$ cat src/rtl/irqn_pkg.sv
package irqn_pkg;
  localparam int OP_W   = 2;
  localparam int CTRL_W = 2;

  typedef enum logic [OP_W-1:0] {
    OP_NOP      = 2'd0,
    OP_WR_CTRL  = 2'd1,
    OP_RST_IUS  = 2'd2,
    OP_CLR_PEND = 2'd3
  } irqn_op_e;

  typedef struct packed {
    logic dlc;  // downstream disable
    logic mie;  // master enable
  } irqn_ctrl_t;
endpackage

$ cat src/rtl/irqn_cmd.sv
module irqn_cmd
  import irqn_pkg::*;
(
  input  logic              clk_i,
  input  logic              rst_ni,
  input  logic              cmd_we_i,
  input  logic [OP_W-1:0]   cmd_op_i,
  input  logic [CTRL_W-1:0] cmd_data_i,
  output irqn_ctrl_t        ctrl_o,
  output logic              rst_ius_o,
  output logic              clr_pend_o
);
  irqn_op_e op;
  assign op = irqn_op_e'(cmd_op_i);

  always_ff @(posedge clk_i or negedge rst_ni) begin
    if (!rst_ni) begin
      ctrl_o <= '0;
    end else if (cmd_we_i && op == OP_WR_CTRL) begin
      ctrl_o <= irqn_ctrl_t'(cmd_data_i);
    end
  end

  assign rst_ius_o  = cmd_we_i && (op == OP_RST_IUS);
  assign clr_pend_o = cmd_we_i && (op == OP_CLR_PEND);
endmodule

$ cat src/rtl/irqn_flags.sv
module irqn_flags (
  input  logic clk_i,
  input  logic rst_ni,
  input  logic req_i,
  input  logic iack_i,
  input  logic win_i,
  input  logic rst_ius_i,
  input  logic clr_pend_i,
  output logic pend_o,
  output logic ius_o
);
  logic iack_q, win_q, cyc_end;

  assign cyc_end = iack_q && !iack_i;

  always_ff @(posedge clk_i or negedge rst_ni) begin
    if (!rst_ni) begin
      iack_q <= 1'b0;
      win_q  <= 1'b0;
      pend_o <= 1'b0;
      ius_o  <= 1'b0;
    end else begin
      iack_q <= iack_i;
      win_q  <= iack_i ? (win_q || win_i) : 1'b0;
      // pending frozen while the chain settles
      if (!iack_i) begin
        if (req_i)           pend_o <= 1'b1;
        else if (clr_pend_i) pend_o <= 1'b0;
      end
      if (cyc_end && win_q)  ius_o <= 1'b1;
      else if (rst_ius_i)    ius_o <= 1'b0;
    end
  end
endmodule

$ cat src/rtl/irqn_chain.sv
module irqn_chain
  import irqn_pkg::*;
(
  input  logic       ein_i,
  input  logic       iack_i,
  input  logic       iack_rd_i,
  input  logic       pend_i,
  input  logic       ius_i,
  input  irqn_ctrl_t ctrl_i,
  output logic       eout_o,
  output logic       int_no_o,
  output logic       vec_oe_o
);
  logic busy;

  // pending joins the chain only inside an acknowledge cycle
  assign busy     = ius_i || (iack_i && pend_i);
  assign eout_o   = ein_i && !busy && !ctrl_i.dlc;
  assign int_no_o = !(ctrl_i.mie && pend_i && !ius_i && ein_i);
  assign vec_oe_o = iack_i && iack_rd_i && ein_i && pend_i;
endmodule

$ cat src/rtl/irq_chain_node.sv
module irq_chain_node
  import irqn_pkg::*;
(
  input  logic              clk_i,
  input  logic              rst_ni,
  input  logic              ein_i,
  input  logic              req_i,
  input  logic              iack_i,
  input  logic              iack_rd_i,
  input  logic              cmd_we_i,
  input  logic [OP_W-1:0]   cmd_op_i,
  input  logic [CTRL_W-1:0] cmd_data_i,
  output logic              eout_o,
  output logic              int_no_o,
  output logic              vec_oe_o,
  output logic              ius_o
);
  irqn_ctrl_t ctrl;
  logic rst_ius, clr_pend, pend;

  irqn_cmd u_cmd (
    .clk_i      (clk_i),
    .rst_ni     (rst_ni),
    .cmd_we_i   (cmd_we_i),
    .cmd_op_i   (cmd_op_i),
    .cmd_data_i (cmd_data_i),
    .ctrl_o     (ctrl),
    .rst_ius_o  (rst_ius),
    .clr_pend_o (clr_pend)
  );

  irqn_flags u_flags (
    .clk_i      (clk_i),
    .rst_ni     (rst_ni),
    .req_i      (req_i),
    .iack_i     (iack_i),
    .win_i      (vec_oe_o),
    .rst_ius_i  (rst_ius),
    .clr_pend_i (clr_pend),
    .pend_o     (pend),
    .ius_o      (ius_o)
  );

  irqn_chain u_chain (
    .ein_i      (ein_i),
    .iack_i     (iack_i),
    .iack_rd_i  (iack_rd_i),
    .pend_i     (pend),
    .ius_i      (ius_o),
    .ctrl_i     (ctrl),
    .eout_o     (eout_o),
    .int_no_o   (int_no_o),
    .vec_oe_o   (vec_oe_o)
  );
endmodule

$ cat config.mk
export PLATFORM = sky130hd
export DESIGN_NAME = irq_chain_node
export DESIGN_NICKNAME = d
export VERILOG_FILES = /design/src/rtl/irqn_pkg.sv /design/src/rtl/irqn_cmd.sv /design/src/rtl/irqn_flags.sv /design/src/rtl/irqn_chain.sv /design/src/rtl/irq_chain_node.sv
export SDC_FILE = /design/constraint.sdc
export NUM_CORES = 1
export LEC_CHECK = 0
export BUFFER_PORTS_ARGS = -buffer_cell sky130_fd_sc_hd__buf_4
export CORE_AREA = 4 4 41 43
export DETAILED_ROUTE_END_ITERATION = 8
export DIE_AREA = 0 0 45 47
export PLACE_DENSITY_LB_ADDON = 0.1
export SYNTH_ARGS = -nofsm -noshare
export SYNTH_HDL_FRONTEND = slang
export SYNTH_SLANG_ARGS = --single-unit
$ cat constraint.sdc
create_clock -name clk_i -period 0.8 [get_ports clk_i]
set_input_delay 0.04 -clock clk_i [delete_from_list [all_inputs] [get_ports clk_i]]
set_output_delay 0.04 -clock clk_i [all_outputs]
set_load 0.1 [all_outputs]
==> results.yml <==
status:
  outcome: "finished, violations left"
  failed_checks: "setup timing"
synthesis:
  synthSimpleGateAreaFrac_pct: 19.0
  synth-xor-area-share_pct: 0
  synth_top_family_by_area: "simple AND/OR/NAND/NOR gates"
  synth_compound_area_share_pct: 14.6
  synth-seq-cells: 6
  synthCells: 19
  yosys_warnings: 0
  synth.mux.area_fraction_pct: 10.6
  syn-num-nets: 30
  synth_area_um2: 283
  seq_area_frac_synth_pct: 53.1
  avgSynthCellArea_um2: 14.9
  synth_fa_ha_area_share_pct: 0
  synth_cell_types: 11
layout:
  drive_gt1_share_pct: 65.1
  syn_to_final_growth_pct: 89.4
  layout_common_cells: "14 x buf_4, 5 x dfrtp_1, 3 x clkbuf_4, 3 x buf_6"
  fin_area_um2: 536
  layout_commonest_cell: "buf_4"
  utilization_pct: 41.2
  nets: 55
  num_antenna_cells: 0
worst_setup_path:
  cp.arrival_ns: 1.21
  worstSetupEndpointType: "primary output"
  crit_path_start_kind: "flip-flop"
  r2r-start: "u_flags.ius_o"
  worstReg2RegEnd: "u_flags.ius_o"
  cp-startpoint: "u_flags.pend_o"
  critPathKind: "reg -> out"
  worstRegToRegCells: 2
  reg2reg_slack_ns: -0.16
  cp_top_family: "flip-flops"
  path_max_fanout: 2
  cp.depth: 2
  worst-path-buf-inv: 1
  cp-endpoint: "eout_o"
  crit_slowest_cell: "dfrtp_1"
  crit_chain: "a2111oi_4 -> buf_6"
  cp_slowest_stage_delay_ns: 0.40
  cp.required_ns: 0.76
die:
  ios: 15
  initial_core_util_pct: 21.7
  core_area_um2: 1300
  dieArea_um2: 2120
  row_count: 13
  die_w_um: 45
  die-height_um: 47
sta:
  hold_violations: 0
  finClkSkew_ns: 0.00379
  final_max_slew_viol_count: 0
  rsz0062_at_grt: "true"
  min_period_over_period_pct: 156
  worstMarginPinSlew_ns: 0.257
  max-slew-margin-rel_pct: 82.9
  timing.final.ws_setup_ns: -0.451
  max_freq_mhz: 799
  layout_min_cycle_time_ns: 1.25
  setup_violations: 8
power:
  switching_share_pct: 34.9
  pwr-share-clk_pct: 26.1
  p_per_area_nw_per_um2: 2140
  internal_power_mw: 0.747
  leakage_nw: 0.264
  vdd_drop_max_uv: 585
  combPwrFrac_pct: 39.7
  p_seq_share_pct: 34.2
  power.switching_mw: 0.401
cts:
  cts_sinks: 6
  cts-root-buf: "clkbuf_4"
  cts_max_path_buffers: 2
  clk_pin_slew_worst_paths_ns: 0.04
  cts_buffers: 3
  cts_tree: "built"
  post_cts_buffers: 0
  htreeDepth: 1
  insertion_delay_ns: 0.24
drt:
  drt-pass1-iter-count: 2
  drcViolationCount: 0
  wl_um: 683
  vias: 244
  route.detailed.wl_per_inst_um: 11.8
  drtIter0Drc: 7
  ant_nets: 0
  vias_per_cell: 4.21
global_routing:
  antenna_found_initial: 0
  grt_first_pass_wirelength_mm: 1.08
  groute.usage.overall_pct: 8.11
  first_global_vias: 245
  grt_max_degree: 7
  overflow: 0
worst_hold_path:
  hold_path_class: "in -> reg"
  holdPathStages: 2
place:
  finalWeightedCongestion: 0.586
  portBuffers: 14
  place_area_um2: 463
  dp_hpwl_um: 608
job:
  maxCapViolCount: 0
## power groups by stage
stage / logic, mW / clock network (mW) / registers (mW)
5_1_grt: 0.478 / 0.334 / 0.398
3_5_place_dp: 0.403 / 0 / 0.396
6_report: 0.456 / 0.300 / 0.392
2_1_floorplan: 0.182 / 0 / 0.463
3_3_place_gp: 0.399 / 0 / 0.394
4_1_cts: 0.461 / 0.316 / 0.393
## per-stage QoR
stage	worst slack, ns	std cells	power, mW	hold slack [ns]	TNS [ns]
6_report	-0.451	58	1.15	0.0274	-1.94
5_1_grt	-0.505	58	1.21	0.0231	-2.27
4_1_cts	-0.474	58	1.17	0.0186	-2.05
3_5_place_dp	-0.308	53	0.799	-0.148	-1.21
3_3_place_gp	-0.295	53	0.792	-0.151	-1.14
2_1_floorplan	-0.963	19	0.645	-0.256	-2.34
## Yosys cell counts
| library cell | number | area, um^2 |
|---|---|---|
| a2111oi_2 | 1 | 15.0 |
| a21o_1 | 1 | 7.51 |
| a22o_1 | 1 | 8.76 |
| a32o_1 | 1 | 10.0 |
| and4_1 | 1 | 8.76 |
| dfrtp_1 | 6 | 150 |
| inv_1 | 2 | 7.51 |
| mux2_4 | 2 | 30.0 |
| nand3b_1 | 1 | 7.51 |
| nand3b_4 | 1 | 20.0 |
| nand4b_1 | 2 | 17.5 |
## cell type report
| cell class | count | area, um^2 |
|---|---|---|
| Fill cell | 137 | 766 |
| Timing Repair Buffer | 20 | 189 |
| Sequential cell | 6 | 154 |
| Multi-Input combinational cell | 11 | 140 |
| Clock buffer | 4 | 26.3 |
| Tap cell | 15 | 18.8 |
| Inverter | 2 | 7.51 |
## flip-flops by register name, summed over array words and instances (netlist names)
name	count
u_cmd.ctrl_o	2
u_flags.ius_o	1
u_flags.win_q	1
u_flags.iack_q	1
u_flags.pend_o	1
## kinds of logic (layout without fill, tap and decap cells)
logic type	after synthesis	in the layout
AO/OA/AOI/OAI	4	4
flip-flops	6	6
AND/OR/NAND/NOR	5	5
buffers and inverters	2	26
multiplexers	2	2
## timing repair
| item | CTS | global route |
|---|---|---|
| endpoints found under the setup margin | 8 | 8 |
| pin swaps | 1 | 0 |
| hold buffers | 1 | 0 |
| gates resized for setup | 9 | 0 |
| endpoints found under the hold margin | 6 | 0 |
## routing by layer
metal,wire [um],global-route usage [%],part of all wire (%),vias to the layer above
li1,-,-,-,123
met5,0,0,0,-
met3,69,4.60,10,0
met2,316,11.6,46,14
met1,297,8.56,43,107
met4,0,7.02,0,0
## how the worst min path moves through the flow
stage                           end           from  slack [ns]
detailed placement    u_flags.ius_o         rst_ni       -0.15
global route        u_cmd.ctrl_o[1]  cmd_data_i[1]        0.02
floorplan           u_cmd.ctrl_o[0]         rst_ni       -0.26
CTS                 u_cmd.ctrl_o[0]  cmd_data_i[0]        0.02
global placement     u_flags.iack_q         rst_ni       -0.15
finish              u_cmd.ctrl_o[0]  cmd_data_i[0]        0.03
Power figures use the tool's default switching activity.
